==> src/rtl/pktfull_pkg.sv <==
package pktfull_pkg;
    localparam int PKT_BYTES = 12;
    localparam int CNT_W     = $clog2(PKT_BYTES + 1);
endpackage

==> src/rtl/pktfull_edge.sv <==
module pktfull_edge (
    input  logic clk,
    input  logic rst_n,
    input  logic level,
    output logic rise
);
    typedef struct packed {
        logic last;
    } edge_st_t;

    edge_st_t st_d, st_q;

    always_comb begin
        st_d      = st_q;
        st_d.last = level;
        rise      = level & ~st_q.last;
    end

    always_ff @(posedge clk or negedge rst_n) begin
        if (!rst_n) st_q <= '0;
        else        st_q <= st_d;
    end
endmodule

==> src/rtl/pktfull_thresh.sv <==
module pktfull_thresh #(
    parameter int CNT_W     = 4,
    parameter int PKT_BYTES = 12
) (
    input  logic             clk,
    input  logic             rst_n,
    input  logic             rise,
    input  logic             cmd_sel,
    input  logic [CNT_W-1:0] byte_goal,
    output logic [CNT_W-1:0] thr_d,
    output logic [CNT_W-1:0] thr_q
);
    localparam logic [CNT_W-1:0] FULL    = CNT_W'(PKT_BYTES);
    localparam logic [CNT_W-1:0] MAXPROG = CNT_W'(PKT_BYTES - 1);

    typedef struct packed {
        logic [CNT_W-1:0] thr;
    } thr_st_t;

    thr_st_t st_d, st_q;
    logic [CNT_W-1:0] prog_lim;

    always_comb begin
        prog_lim = (byte_goal > MAXPROG) ? MAXPROG : byte_goal;
        st_d     = st_q;
        if (rise) st_d.thr = cmd_sel ? FULL : prog_lim;
        thr_d    = st_d.thr;
    end

    always_ff @(posedge clk or negedge rst_n) begin
        if (!rst_n) st_q.thr <= FULL;
        else        st_q     <= st_d;
    end

    assign thr_q = st_q.thr;

    p_thr_cmd_r5: assert property (@(posedge clk) disable iff (!rst_n)
        (rise && cmd_sel) |=> (thr_q == FULL));
    p_thr_hold_r7: assert property (@(posedge clk) disable iff (!rst_n)
        !rise |=> $stable(thr_q));
    p_thr_clamp_r11: assert property (@(posedge clk) disable iff (!rst_n)
        (rise && !cmd_sel && byte_goal > MAXPROG) |=> (thr_q == MAXPROG));
endmodule

==> src/rtl/pktfull_counter.sv <==
module pktfull_counter #(
    parameter int CNT_W     = 4,
    parameter int PKT_BYTES = 12
) (
    input  logic             clk,
    input  logic             rst_n,
    input  logic             host_wr,
    input  logic             fifo_clr,
    output logic [CNT_W-1:0] cnt_d,
    output logic [CNT_W-1:0] cnt_q
);
    localparam logic [CNT_W-1:0] LIMIT = CNT_W'(PKT_BYTES);

    typedef struct packed {
        logic [CNT_W-1:0] cnt;
    } cnt_st_t;

    cnt_st_t st_d, st_q;

    always_comb begin
        st_d = st_q;
        if (fifo_clr)                         st_d.cnt = '0;
        else if (host_wr && st_q.cnt < LIMIT) st_d.cnt = st_q.cnt + 1'b1;
        cnt_d = st_d.cnt;
    end

    always_ff @(posedge clk or negedge rst_n) begin
        if (!rst_n) st_q <= '0;
        else        st_q <= st_d;
    end

    assign cnt_q = st_q.cnt;

    p_cnt_step_r2: assert property (@(posedge clk) disable iff (!rst_n)
        (host_wr && !fifo_clr && cnt_q != LIMIT) |=> (cnt_q == $past(cnt_q) + 1'b1));
    p_no_overflow_r3: assert property (@(posedge clk) disable iff (!rst_n)
        cnt_q <= LIMIT);
    p_clr_empty_r4: assert property (@(posedge clk) disable iff (!rst_n)
        fifo_clr |=> (cnt_q == '0));
endmodule

==> src/rtl/pktfull_top.sv <==
module pktfull_top
    import pktfull_pkg::*;
#(
    parameter int PKT_N = PKT_BYTES,
    localparam int CW   = $clog2(PKT_N + 1)
) (
    input  logic          clk,
    input  logic          rst_n,
    input  logic          host_wr,
    input  logic          xfer_req,
    input  logic          cmd_sel,
    input  logic [CW-1:0] byte_goal,
    input  logic          fifo_clr,
    output logic          pkt_full,
    output logic [CW-1:0] byte_cnt,
    output logic [CW-1:0] goal_q
);
    typedef struct packed {
        logic full;
    } flag_st_t;

    flag_st_t st_d, st_q;
    logic          req_rise;
    logic [CW-1:0] cnt_d, cnt_q, thr_d, thr_q;

    pktfull_edge u_edge (
        .clk   (clk),
        .rst_n (rst_n),
        .level (xfer_req),
        .rise  (req_rise)
    );

    pktfull_thresh #(.CNT_W(CW), .PKT_BYTES(PKT_N)) u_thresh (
        .clk       (clk),
        .rst_n     (rst_n),
        .rise      (req_rise),
        .cmd_sel   (cmd_sel),
        .byte_goal (byte_goal),
        .thr_d     (thr_d),
        .thr_q     (thr_q)
    );

    pktfull_counter #(.CNT_W(CW), .PKT_BYTES(PKT_N)) u_count (
        .clk      (clk),
        .rst_n    (rst_n),
        .host_wr  (host_wr),
        .fifo_clr (fifo_clr),
        .cnt_d    (cnt_d),
        .cnt_q    (cnt_q)
    );

    always_comb begin
        st_d      = st_q;
        st_d.full = !req_rise && !fifo_clr && (cnt_d == thr_d) && (thr_d != '0);
    end

    always_ff @(posedge clk or negedge rst_n) begin
        if (!rst_n) st_q <= '0;
        else        st_q <= st_d;
    end

    assign pkt_full = st_q.full;
    assign byte_cnt = cnt_q;
    assign goal_q   = thr_q;

    p_flag_match_r8: assert property (@(posedge clk) disable iff (!rst_n)
        pkt_full |-> (byte_cnt == goal_q));
    p_zero_quiet_r9: assert property (@(posedge clk) disable iff (!rst_n)
        (goal_q == '0) |-> !pkt_full);
    p_flag_drop_r10: assert property (@(posedge clk) disable iff (!rst_n)
        (req_rise || fifo_clr) |=> !pkt_full);
endmodule

==> config.mk <==
export PLATFORM = sky130hd
export DESIGN_NAME = pktfull_top
export DESIGN_NICKNAME = d
export VERILOG_FILES = /design/src/rtl/pktfull_pkg.sv /design/src/rtl/pktfull_edge.sv /design/src/rtl/pktfull_thresh.sv /design/src/rtl/pktfull_counter.sv /design/src/rtl/pktfull_top.sv
export SDC_FILE = /design/constraint.sdc
export NUM_CORES = 1
export LEC_CHECK = 0
export ABC_AREA = 1
export BUFFER_PORTS_ARGS = -buffer_cell sky130_fd_sc_hd__buf_2
export CAP_MARGIN = 5
export CORE_AREA = 2 2 39 41
export DETAILED_ROUTE_END_ITERATION = 16
export DIE_AREA = 0 0 41 43
export HOLD_SLACK_MARGIN = 0.08
export PLACE_DENSITY = 0.73
export SLEW_MARGIN = 25
export SYNTH_ARGS = -nofsm -noshare
export SYNTH_HDL_FRONTEND = slang
export SYNTH_HIERARCHICAL = 1
export SYNTH_SLANG_ARGS = --single-unit
export TNS_END_PERCENT = 20
==> constraint.sdc <==
create_clock -name clk -period 3.2 [get_ports clk]
set_clock_uncertainty 0.1 [all_clocks]
set_input_delay 0.64 -clock clk [delete_from_list [all_inputs] [get_ports clk]]
set_output_delay 0.64 -clock clk [all_outputs]
set_load 0.03 [all_outputs]
# After elaboration in Yosys (flattened, before gate mapping)
# Cells that the tools add are included.
dict set report classes {
  magnitude_cmp 2
  bitwise_logic 2
  eq_ne 1
  reduce_logical 7
  n_addsub 1
  muxes 5
}
# cell n
set op_table {}
lappend op_table {{$mux 4} 5}
lappend op_table {{$add 4x1->4 const B} 1}
lappend op_table {{$eq 4x4->1} 1}
lappend op_table {{$gt 4x4->1 const B} 1}
lappend op_table {{$logic_and 1x1->1} 4}
lappend op_table {{$lt 4x4->1 const B} 1}
lappend op_table {{$reduce_bool 4->1} 1}
lappend op_table {{$logic_not 1->1} 2}
lappend op_table {{$and 1x1->1} 1}
lappend op_table {{$not 1->1} 1}
dict set report word_totals {
  out_inout_bits 9
  in_bits 10
  register_bits 10
  wordCells 22
}

# Logic depth before layout (Yosys ltp)
# Gate-level depths: netlist (run 1).
dict set report depth {
  ltp_word 7
  ltp_mapped 12
  ltp_nobuf 12
}

# Hierarchy
# Netlist (run 1), hierarchy kept.
# mod area_each_um2 cells_each seq_area_each_um2 instances
set modules_own_cells {}
lappend modules_own_cells {pktfull_counter 211.5 26 100.1 1}
lappend modules_own_cells {pktfull_thresh 183.9 23 102.6 1}
lappend modules_own_cells {pktfull_top 123.9 27 25.0 1}
lappend modules_own_cells {pktfull_edge 35.0 3 25.0 1}

# Worst setup path after synthesis (run 1)
# No wires, ideal clock.
dict set report synth_timing {
  path_type {register -> register}
  start {reg u_count.st_q (netlist bit u_count/cnt_q[0])}
  end {reg st_q (netlist: pkt_full)}
  path_slack_ns 1.575
  setup_ns 0.071
  stages_incl_launch_ff 11
  t_arrival_ns 1.454
  period_less_slack_ns 1.625
  required_time_ns 3.029
  path_buffers 0
  path_cell_list {dfrtp_1 -> ha_1 -> nand3b_1 -> nand2_1 -> nor2_1 -> inv_1 -> nand2_1 -> nand2_1 -> nor2_1 -> nand2_1 -> nor2_1}
}
dict set report synth_between {
  elab_chain_cells 7
  elab_cells_between_ends 8
  classes_between {add/sub: 1; order compare: 1; eq/ne: 1; mux: 2; reduce/logical: 3}
}
# element line
set synth_rtl {}
lappend synth_rtl {{start: declaration} pktfull_counter.sv:18} ;# cnt_st_t st_d, st_q;
lappend synth_rtl {{start signal: assignment} pktfull_counter.sv:29} ;# else st_q <= st_d;
lappend synth_rtl {{$lt 4x4->1} pktfull_counter.sv:23} ;# else if (host_wr && st_q.cnt < LIMIT) st_d.cnt = st_q.cnt + 1'b1;
lappend synth_rtl {{$logic_and 1x1->1} pktfull_counter.sv:23}
lappend synth_rtl {{$mux 4 (*)} pktfull_counter.sv:23}
lappend synth_rtl {{$mux 4 (*)} pktfull_counter.sv:22} ;# if (fifo_clr) st_d.cnt = '0;
lappend synth_rtl {{via cnt_d[1]} pktfull_top.sv:24} ;# logic [CW-1:0] cnt_d, cnt_q, thr_d, thr_q;
lappend synth_rtl {{$eq 4x4->1 (*)} pktfull_top.sv:54} ;# st_d.full = !req_rise && !fifo_clr && (cnt_d == thr_d) && (thr_d != '0);
lappend synth_rtl {{$logic_and 1x1->1 (*) (2 in a row)} pktfull_top.sv:54}
lappend synth_rtl {{via st_d} pktfull_top.sv:22} ;# flag_st_t st_d, st_q;
lappend synth_rtl {{end signal: assignment} pktfull_top.sv:59} ;# else st_q <= st_d;
lappend synth_rtl {{end: declaration} pktfull_top.sv:22}
# Mark *: on every way through the listed nets, which the timed path passes. The rest lies on a longest branch.

# Final worst setup path (run 1)
dict set report layout_timing {
  start {reg u_thresh.st_q (netlist bit u_thresh/thr_q[2])}
  end {out goal_q[2]}
}
# element line
set layout_lines {}
lappend layout_lines {{start: declaration} pktfull_thresh.sv:20} ;# thr_st_t st_d, st_q;
lappend layout_lines {{start signal: assignment} pktfull_thresh.sv:32} ;# else st_q <= st_d;
lappend layout_lines {{end: declaration} pktfull_top.sv:16} ;# output logic [CW-1:0] goal_q
# No word-level cell between the ends.

==> flow_summary.ini, run 1 <==
[run_status]
outcome = finished clean

[global_route]
grt_antenna_before_repair = 0
grt_usage_pct = 16.43
grt_first_pass_wirelength_um = 1973
first_global_vias = 492
largest_net_degree_at_the_start_of_global_routing = 11
overflow = 0

[finish]
area_of_the_multi_input_gates_um2 = 241.5
drive_above_1_share_pct = 28.71
areaGrowthSynthToFinish_pct = 26.41
postLayoutCellArea_um2 = 700.7
mostFrequentLayoutCell = nand2_1
num_antenna_cells = 0
final_core_occ_pct = 50.63
nNetsFinal = 113
n_fill_cell = 148
register_area_um2 = 252.7
most-common-layout-cells = nand2_1, buf_2, inv_1, nor2_1, dfrtp_1

[routing]
met2RoutedLength_um = 561
route.vias.total = 527
remaining_drc_errors = 0
drt-wirelength-per-cell_um = 9.675
detail_route.wirelength_um = 1132
first_iter_violations = 9
wirelength_met1_um = 507
met3RoutedLength_um = 41
detail-route-antenna-nets = 0
drt_pass1_iterations = 4
route.detailed.vias_per_inst = 4.504
highest-signal-layer = met4

[synthesis]
yosys-top-cells-area = dfrtp_1, nand2_1, inv_1
syn_nets = 90
gate_count_of_the_mapped_netlist = 79
ys.warnings.count = 6
mappedNetlistArea_um2 = 554.3
synth_seq_area_share_pct = 45.60
synth_top_area_share_pct = 36.12
synth.distinct_cells = 15
synthesis.area_per_instance_um2 = 7.016
synth.ff_latch_count = 10
synth_largest_area_cell = dfrtp_1

[clock_tree]
cts_buffers = 3
cts_setup_buffers = 0
clk_pin_slew_ns = 0.07
clock_tree.htree_level_count = 1
cts.sink_count = 10
ctsResizeCount = 0
cts_root_buffer = clkbuf_4
clock_buffer_depth = 2
holdBufCountCts = 0
tritoncts = yes
clkLatencyLatePin_ns = 0.27

[worst_hold_path]
worstHoldPathType = primary input to async pin

[timing]
maxSlewViolCount = 0
final.setup.tns_ns = 0
timing.final.crit_period_ns = 1.738
timing_hold_violations_final = 0
final_critical_path_setup_slack_ns = 1.462
worst-slew-pin-transition_ns = 0.2760
fin_crit_sh_pct = 54.30
final.hold.worst_slack_ns = 0.1069
fmax_mhz = 575.5
grt_setup_unrepaired = false
finalSetupViolCount = 0
relSlewSlack_pct = 81.60

[power_and_ir_drop]
proportion_of_power_drawn_by_flip_flops_and_latches_pct = 42.5
intPower_mw = 0.2319
switchingPower_mw = 0.1064
power.switching_fraction_pct = 31.46
reported_leakage_power_nw = 0.4116
p_comb_share_pct = 22.3
power-per-cell-area_mw_per_mm2 = 482.8
worst_ir_drop_vdd_uv = 266.6
power_frac_clock_pct = 35.2

[critical_path]
worst_setup_path_end_kind = primary output
crit_path_max_incr_delay_ns = 0.54
r2r_end = pkt_full
rr_worst_depth = 10
worstReg2RegStart = u_count/cnt_q[0]
crit_path_cell_trace = buf_2
cp_num_buf_inv = 1
cpMaxStageDelayCell = dfstp_2
crit_family = flip-flops
timing_worst_setup_path_type = flip-flop to primary output
crit_path_max_fanout = 2
start_kind = flip-flop
crit_path_required_time_ns = 2.46
timing.critical_path.arrival_ns = 1.00
reg2reg_slack_ns = 1.58

[placed_design]
dp_hpwl_um = 906.5
dp_worst_setup_slack_ns = 1.356
globalplace.congestion = 0.7377
detailed_place.area_um2 = 664.4
numPortBuffers = 18

[die]
core_region_area_mm2 = 0.001384
floorplan.die.height_um = 43
rows = 14
start_util_pct = 40.05
fp.dieArea_mm2 = 0.001763
chipWidth_um = 41
num_io_pins = 19

[flow_run]
drv_cap = 0
## synthesized netlist by cell type
cell type   n
nand2_1    27
inv_1      15
nor2_1     12
dfrtp_1     8
a21oi_1     4
dfstp_2     2
nand3_1     2
nand4_1     2
and2_4      1
ha_1        1
inv_2       1
nand2_2     1
nand3b_1    1
nor2_2      1
nor2_4      1
## how the worst max path moves through the flow
stage,startpoint,slack [ns],to,cells past startpoint
after floorplan,u_count/cnt_q[0],1.57,pkt_full,10
after global placement,xfer_req,1.38,pkt_full,13
after detailed placement,xfer_req,1.36,pkt_full,13
after CTS,u_thresh/thr_q[2],1.45,goal_q[2],1
after global routing,u_count/cnt_q[0],1.41,pkt_full,10
final,u_thresh/thr_q[2],1.46,goal_q[2],1
## area by class of cell
| class | instances | area share, % |
|---|---|---|
| Clock buffer | 4 | 5.179 |
| Inverter | 16 | 8.571 |
| Multi-Input combinational cell | 53 | 34.46 |
| Timing Repair Buffer | 18 | 12.86 |
| Tap cell | 16 | 2.857 |
| Sequential cell | 10 | 36.07 |
## metal layers
layer	vias to the layer above	global-route usage [%]
met3	3	3.141
met1	235	20.60
li1	278	-
met2	11	25.62
met4	0	8.000
met5	-	0
## stage by stage
| stage | std cells | total power, mW |
|---|---|---|
| 2_1_floorplan | 79 | 0.1970 |
| 4_1_cts | 117 | 0.3417 |
| 6_report | 117 | 0.3383 |
| 3_5_place_dp | 113 | 0.2221 |
| 5_1_grt | 117 | 0.3614 |
| 3_3_place_gp | 113 | 0.2194 |
## power by group through the flow
stage	sequential, mW	clock [mW]	combinational (mW)
6_report	0.144	0.119	0.0754
3_5_place_dp	0.146	0	0.0759
4_1_cts	0.144	0.122	0.0761
5_1_grt	0.145	0.130	0.0862
3_3_place_gp	0.146	0	0.0738
2_1_floorplan	0.164	0	0.0332
## kinds of logic after synthesis
group	after synthesis	share of synthesized area [%]
adders and majority gates	1	2.257
buffers and inverters	16	10.83
AOI/OAI and AO/OA	4	3.612
and+or+nand+nor	48	37.70
DFF	10	45.60
## state kept, by name, indices dropped and copies added (netlist names)
signal / flops
u_thresh/thr_q: 4
u_edge/st_q: 1
u_count/cnt_q: 4
pkt_full: 1
Note: power is estimated with default switching activity, not from simulation.
==> run 2: changes to the inputs <==
--- a/config.mk
+++ b/config.mk
@@ -8,9 +8,9 @@
 export ABC_AREA = 1
 export BUFFER_PORTS_ARGS = -buffer_cell sky130_fd_sc_hd__buf_2
 export CAP_MARGIN = 5
-export CORE_AREA = 2 2 39 41
+export CORE_AREA = 2 2 40 42
 export DETAILED_ROUTE_END_ITERATION = 16
-export DIE_AREA = 0 0 41 43
+export DIE_AREA = 0 0 42 44
 export HOLD_SLACK_MARGIN = 0.08
 export PLACE_DENSITY = 0.73
 export SLEW_MARGIN = 25
==> constraint.sdc (replaced) <==
create_clock -name clk -period 1.55 [get_ports clk]
set_clock_uncertainty 0.1 [all_clocks]
set_input_delay 0.31 -clock clk [delete_from_list [all_inputs] [get_ports clk]]
set_output_delay 0.31 -clock clk [all_outputs]
set_load 0.03 [all_outputs]
==> run 2 against run 1 <==
Combinational power grew 140%. Worst hold slack improved by 0.071 ns. Cell area is 10% higher. Largest power group unchanged. Die area is 4.8% higher. Utilization rose by 3.8 points.
==> flow_summary.ini, run 2 (synthesized netlist as in run 1, its figures left out) <==
[run_status]
outcome = finished clean

[global_route]
grt_use_met2_pct = 27.19
groute.layer.met1.usage_pct = 17.49
globalRoute.busiestLayer = met2
grt_antenna_before_repair = 0
grt_first_pass_wirelength_um = 2159
overflow = 0
grt_usage_pct = 15.89
first_global_vias = 542
largest_net_degree_at_the_start_of_global_routing = 11
met3_usage_pct = 6.250

[critical_path]
start_kind = flip-flop
r2r_end = pkt_full
worstReg2RegStart = u_count/cnt_q[0]
worstSetupStartpoint = u_count/cnt_q[0]
crit_path_max_incr_delay_ns = 0.43
reg2reg_slack_ns = 0.04
rr_worst_depth = 8
path_common_cell = nor2_1
timing_worst_setup_path_type = flip-flop to flip-flop
worst_setup_path_end_kind = flip-flop
crit_path_required_time_ns = 1.61
timing.critical_path.arrival_ns = 1.57
crit_path_max_fanout = 4
cpMaxStageDelayCell = dfrtp_2
crit_path_cell_trace = ha_4 > nand3b_1 > nand2_2 > nor2_4 > nor2_1 > nand2_1 > a21oi_2 > nor2_1

[die]
rows = 14
core_region_area_mm2 = 0.001419
start_util_pct = 39.07
fp.dieArea_mm2 = 0.001848
chipWidth_um = 42
floorplan.die.height_um = 44
num_io_pins = 19

[timing]
relSlewSlack_pct = 79.51
timing.final.crit_period_ns = 1.510
fmax_mhz = 662.2
finalSetupViolCount = 0
worst-slew-pin-transition_ns = 0.3073
timing_hold_violations_final = 0
maxSlewViolCount = 0
grt_setup_unrepaired = true
final.hold.worst_slack_ns = 0.1780
final_critical_path_setup_slack_ns = 0.03991
fin_crit_sh_pct = 97.43
final.setup.tns_ns = 0

[clock_tree]
cts_root_buffer = clkbuf_4
clkLatencyLatePin_ns = 0.27
cts.sink_count = 10
cts_buffers = 3
clk_pin_slew_ns = 0.07
clock_tree.htree_level_count = 1
tritoncts = yes
clock_buffer_depth = 2

[finish]
nNetsFinal = 117
drive_above_1_share_pct = 36.19
postLayoutCellArea_um2 = 772.0
instances_no_fill = 121
most-common-layout-cells = nand2_1, buf_2, inv_1, nor2_1, dfrtp_1
num_antenna_cells = 0
mostFrequentLayoutCell = nand2_1
areaGrowthSynthToFinish_pct = 39.28

[worst_hold_path]
holdCritStartpoint = fifo_clr
hold-path-cell-count = 2
min_to = u_count/cnt_q[3]
worstHoldPathType = primary input to flip-flop

[flow_run]
drv_cap = 0

[power_and_ir_drop]
worst_ir_drop_vdd_uv = 728.1
reported_leakage_power_nw = 0.4290
power-per-cell-area_mw_per_mm2 = 915.9

[routing]
route.vias.total = 550
detail_route.wirelength_um = 1212
remaining_drc_errors = 0
first_iter_violations = 15
drt-wirelength-per-cell_um = 10.02
drt_pass1_iterations = 3
detail-route-antenna-nets = 0
route.detailed.vias_per_inst = 4.545

[placed_design]
numPortBuffers = 18
detailed_place.area_um2 = 669.4
dp_worst_setup_slack_ns = -0.02645
dp_hpwl_um = 963
globalplace.congestion = 0.8114
dp_cells = 113
[run 2: changes by cell type in the layout (fill, tap and decap cells not counted), sizes merged]
cell / delta
buf: +2
dlygate4sd3: +2
[run 2: worst max-delay path by stage]
stage	depth (start not counted)	end
after floorplan	8	pkt_full
after global routing	10	pkt_full
after CTS	10	pkt_full
after detailed placement	10	pkt_full
final	8	pkt_full
after global placement	10	pkt_full
[run 2: metal layers]
metal | vias up | routed length (um)
li1 | 284 | -
met1 | 251 | 493
met2 | 11 | 645
met3 | 4 | 48
met4 | 0 | 25
met5 | - | 0
[run 2: where the power goes]
group	total (mW)	leakage [nW]	switching, mW	internal (mW)
Sequential	0.298	0.123	0.0125	0.285
Combinational	0.179	0.285	0.114	0.0645
Clock	0.231	0.0210	0.0881	0.142
Total	0.707	0.429	0.215	0.492
[run 2: timing repair]
item,in CTS,in global routing
buffers inserted,2,0
pin swaps,3,1
hold endpoints to repair,11,0
gates resized for setup,2,4
setup endpoints to repair,1,1
hold buffers,2,0
[run 2: cell type report]
cell class	count	area, um^2
clock buffers	4	36.28
fillers	143	646.9
repair buffers	22	125.1
multi-input cells	53	275.3
inverters	16	60.06
well taps	16	20.02
flip-flops and latches	10	255.2
[run 2: per-stage QoR]
stage	power, mW	util (%)
2_1_floorplan	0.4089	-
3_3_place_gp	0.4563	47.18
3_5_place_dp	0.4615	47.18
4_1_cts	0.7084	53.44
5_1_grt	0.7476	54.41
6_report	0.7071	54.41
[run 2: worst max-delay path, delay by kind of cell (launching register included)]
family / cells / cell delay (ns)
adder cells (fa/ha/maj): 1 / 0.23
AND/OR/NAND/NOR: 6 / 0.53
flip-flops: 1 / 0.43
AO/OA/AOI/OAI: 1 / 0.13
==> run 3: changes to the inputs <==
--- a/config.mk
+++ b/config.mk
@@ -9,13 +9,13 @@
 export BUFFER_PORTS_ARGS = -buffer_cell sky130_fd_sc_hd__buf_2
 export CAP_MARGIN = 5
 export CORE_AREA = 2 2 40 42
+export CTS_BUF_LIST = sky130_fd_sc_hd__clkbuf_2 sky130_fd_sc_hd__clkbuf_4 sky130_fd_sc_hd__clkbuf_8
 export DETAILED_ROUTE_END_ITERATION = 16
 export DIE_AREA = 0 0 42 44
 export HOLD_SLACK_MARGIN = 0.08
-export PLACE_DENSITY = 0.73
+export PLACE_DENSITY = 0.75
 export SLEW_MARGIN = 25
 export SYNTH_ARGS = -nofsm -noshare
 export SYNTH_HDL_FRONTEND = slang
-export SYNTH_HIERARCHICAL = 1
 export SYNTH_SLANG_ARGS = --single-unit
 export TNS_END_PERCENT = 20
==> run 3 against run 2 <==
First-iteration DRC count unchanged. Largest cell class unchanged. Flip-flop and latch count unchanged. Critical path depth up 1. Cell count down 0.83%. Critical path type unchanged. Wire length down 3.5%. Via count up 2.0%. Total power down 2.7%. Global-route usage down 1.4 points. Non-clock buffer count down 1. Cell area down 2.6%. Synthesized cell count unchanged.
==> flow_summary.ini, run 3 <==
[critical_path]
start_kind = flip-flop
timing_worst_setup_path_type = flip-flop to flip-flop
timing.critical_path.arrival_ns = 1.55
worst_setup_path_end_kind = flip-flop
crit_path_required_time_ns = 1.66
crit_path_max_fanout = 2

[global_route]
overflow = 0
grt_first_pass_wirelength_um = 1911
grt_usage_pct = 14.49
first_global_vias = 480
grt_antenna_before_repair = 0
largest_net_degree_at_the_start_of_global_routing = 11

[run_status]
outcome = finished clean

[clock_tree]
clock_tree.htree_level_count = 1
cts.sink_count = 10
clkLatencyLatePin_ns = 0.28
ctsResizeCount = 0
clk_pin_slew_ns = 0.07
clock_buffer_depth = 2
cts_root_buffer = clkbuf_4
tritoncts = yes
cts_buffers = 3

[finish]
drive_above_1_share_pct = 34.62
most-common-layout-cells = nand2_1, buf_2, inv_1, nor2_1, dfrtp_1
num_antenna_cells = 0
final_core_occ_pct = 53.00
areaGrowthSynthToFinish_pct = 28.14
n_fill_cell = 143
postLayoutCellArea_um2 = 752.0
mostFrequentLayoutCell = nand2_1
nNetsFinal = 116

[die]
floorplan.die.height_um = 44
start_util_pct = 41.36
fp.dieArea_mm2 = 0.001848
chipWidth_um = 42
core_region_area_mm2 = 0.001419
rows = 14
num_io_pins = 19

[synthesis]
ys_async_sr_fraction_pct = 100.0
mappedNetlistArea_um2 = 586.8
synth_ff_type = dfrtp_1
yosys-top-cells-area = dfrtp_1, nand2_1, dfstp_2
synth.distinct_cells = 19
post-synth-top-count-cell = nand2_1
post_synth_most_frequent_cells = nand2_1, inv_1, nor2_1, dfrtp_1, nand3_1
synth_top_area_share_pct = 34.12
synth.ff_latch_count = 10
synth_seq_area_share_pct = 43.07
synthesis.area_per_instance_um2 = 7.428
ys.warnings.count = 0
syn_nets = 90
synth_largest_area_cell = dfrtp_1
synth_enable_flop_cells = 0
gate_count_of_the_mapped_netlist = 79

[placed_design]
numPortBuffers = 18
detailed_place.area_um2 = 704.4
dp_hpwl_um = 907.4
globalplace.congestion = 0.8031

[routing]
detail_route.wirelength_um = 1170
drt-wirelength-per-cell_um = 9.750
route.vias.total = 561
first_iter_violations = 15
remaining_drc_errors = 0
route.detailed.vias_per_inst = 4.675
drt_pass1_iterations = 4
detail-route-antenna-nets = 0

[timing]
fin_crit_sh_pct = 92.85
timing_hold_violations_final = 0
grt_setup_unrepaired = false
worst-slew-pin-transition_ns = 0.2477
maxSlewViolCount = 0
timing.final.crit_period_ns = 1.439
fmax_mhz = 694.9
relSlewSlack_pct = 83.48
finalSetupViolCount = 0
final.setup.tns_ns = 0

[power_and_ir_drop]
worst_ir_drop_vdd_uv = 479.0
power-per-cell-area_mw_per_mm2 = 915.1
reported_leakage_power_nw = 0.4311
finalPower_mw = 0.6881

[worst_hold_path]
worstHoldPathType = primary input to flip-flop

[flow_run]
drv_cap = 0
## run 3: cells by family (layout without fill, tap and decap cells)
kind of cell    Yosys count  in the layout  share of synthesized area [%]
xor+xnor                  1              1                          1.493
fa+ha+maj                 1              1                          2.132
simple gates             43             43                          34.76
flops                    10             10                          43.07
compound gates            7              7                          7.675
buf+inv                  17             42                          10.87
## run 3: metal layers
| layer | part of all wire [%] | vias to the layer above | track usage (%) |
|---|---|---|---|
| met5 | 0 | - | 0 |
| met4 | 1.4 | 0 | 11.61 |
| met3 | 4.1 | 2 | 3.750 |
| met2 | 51 | 10 | 25.31 |
| met1 | 44 | 256 | 14.66 |
| li1 | - | 293 | - |
## run 3: through the flow
step           hold slack, ns  cells  setup WS [ns]
2_1_floorplan        -0.08559     79       0.007478
3_3_place_gp          0.08301    114         0.1585
3_5_place_dp          0.08279    114         0.1125
4_1_cts               0.09403    119        0.09117
5_1_grt                0.1073    120       0.002124
6_report               0.1002    120         0.1109
## run 3: area by class of cell
cell class                 count  area, um^2  area share, %
inverter                      17       63.81          8.486
clock buffer                   4       30.03          3.993
tap                           16       20.02          2.662
timing repair buffer          21       115.1          15.31
multi-input combinational     52       270.3          35.94
sequential                    10       252.7          33.61
## run 3: path summary, 6_finish.rpt
kind | startpoint | slack (ns) | endpoint | cells past startpoint
setup / recovery | u_count.cnt_q[1] | 0.11 | pkt_full | 9
hold / removal | xfer_req | 0.10 | u_edge.st_q | 1
setup reg to reg | u_count.cnt_q[1] | 0.11 | pkt_full | 9
hold reg to reg | u_thresh.thr_q[0] | 0.45 | u_thresh.thr_q[0] | 2
max in group asynchronous | rst_n | 0.77 | u_thresh.thr_q[2] | 2
min in group asynchronous | rst_n | 0.31 | u_count.cnt_q[0] | 2
## run 3: where the power goes
group          internal (mW)  switching [mW]
Clock                  0.117          0.0951
Combinational         0.0653           0.115
Sequential             0.284          0.0110
## run 3: timing repair
item                                    in CTS  in global routing
hold buffers                                 1                  0
endpoints found under the hold margin       10                  0
buffers inserted                             0                  1
endpoints found under the setup margin       0                  1
## run 3: worst max-delay path, stage by stage (launching register included)
cell and delay, ns:
dfrtp_1 0.38, ha_1 0.28, nand3b_1 0.17, nand3_2 0.08, inv_2 0.04, nand2_1 0.04
nand2_1 0.04, nor2_1 0.08, nand2_1 0.05, nor2_1 0.10
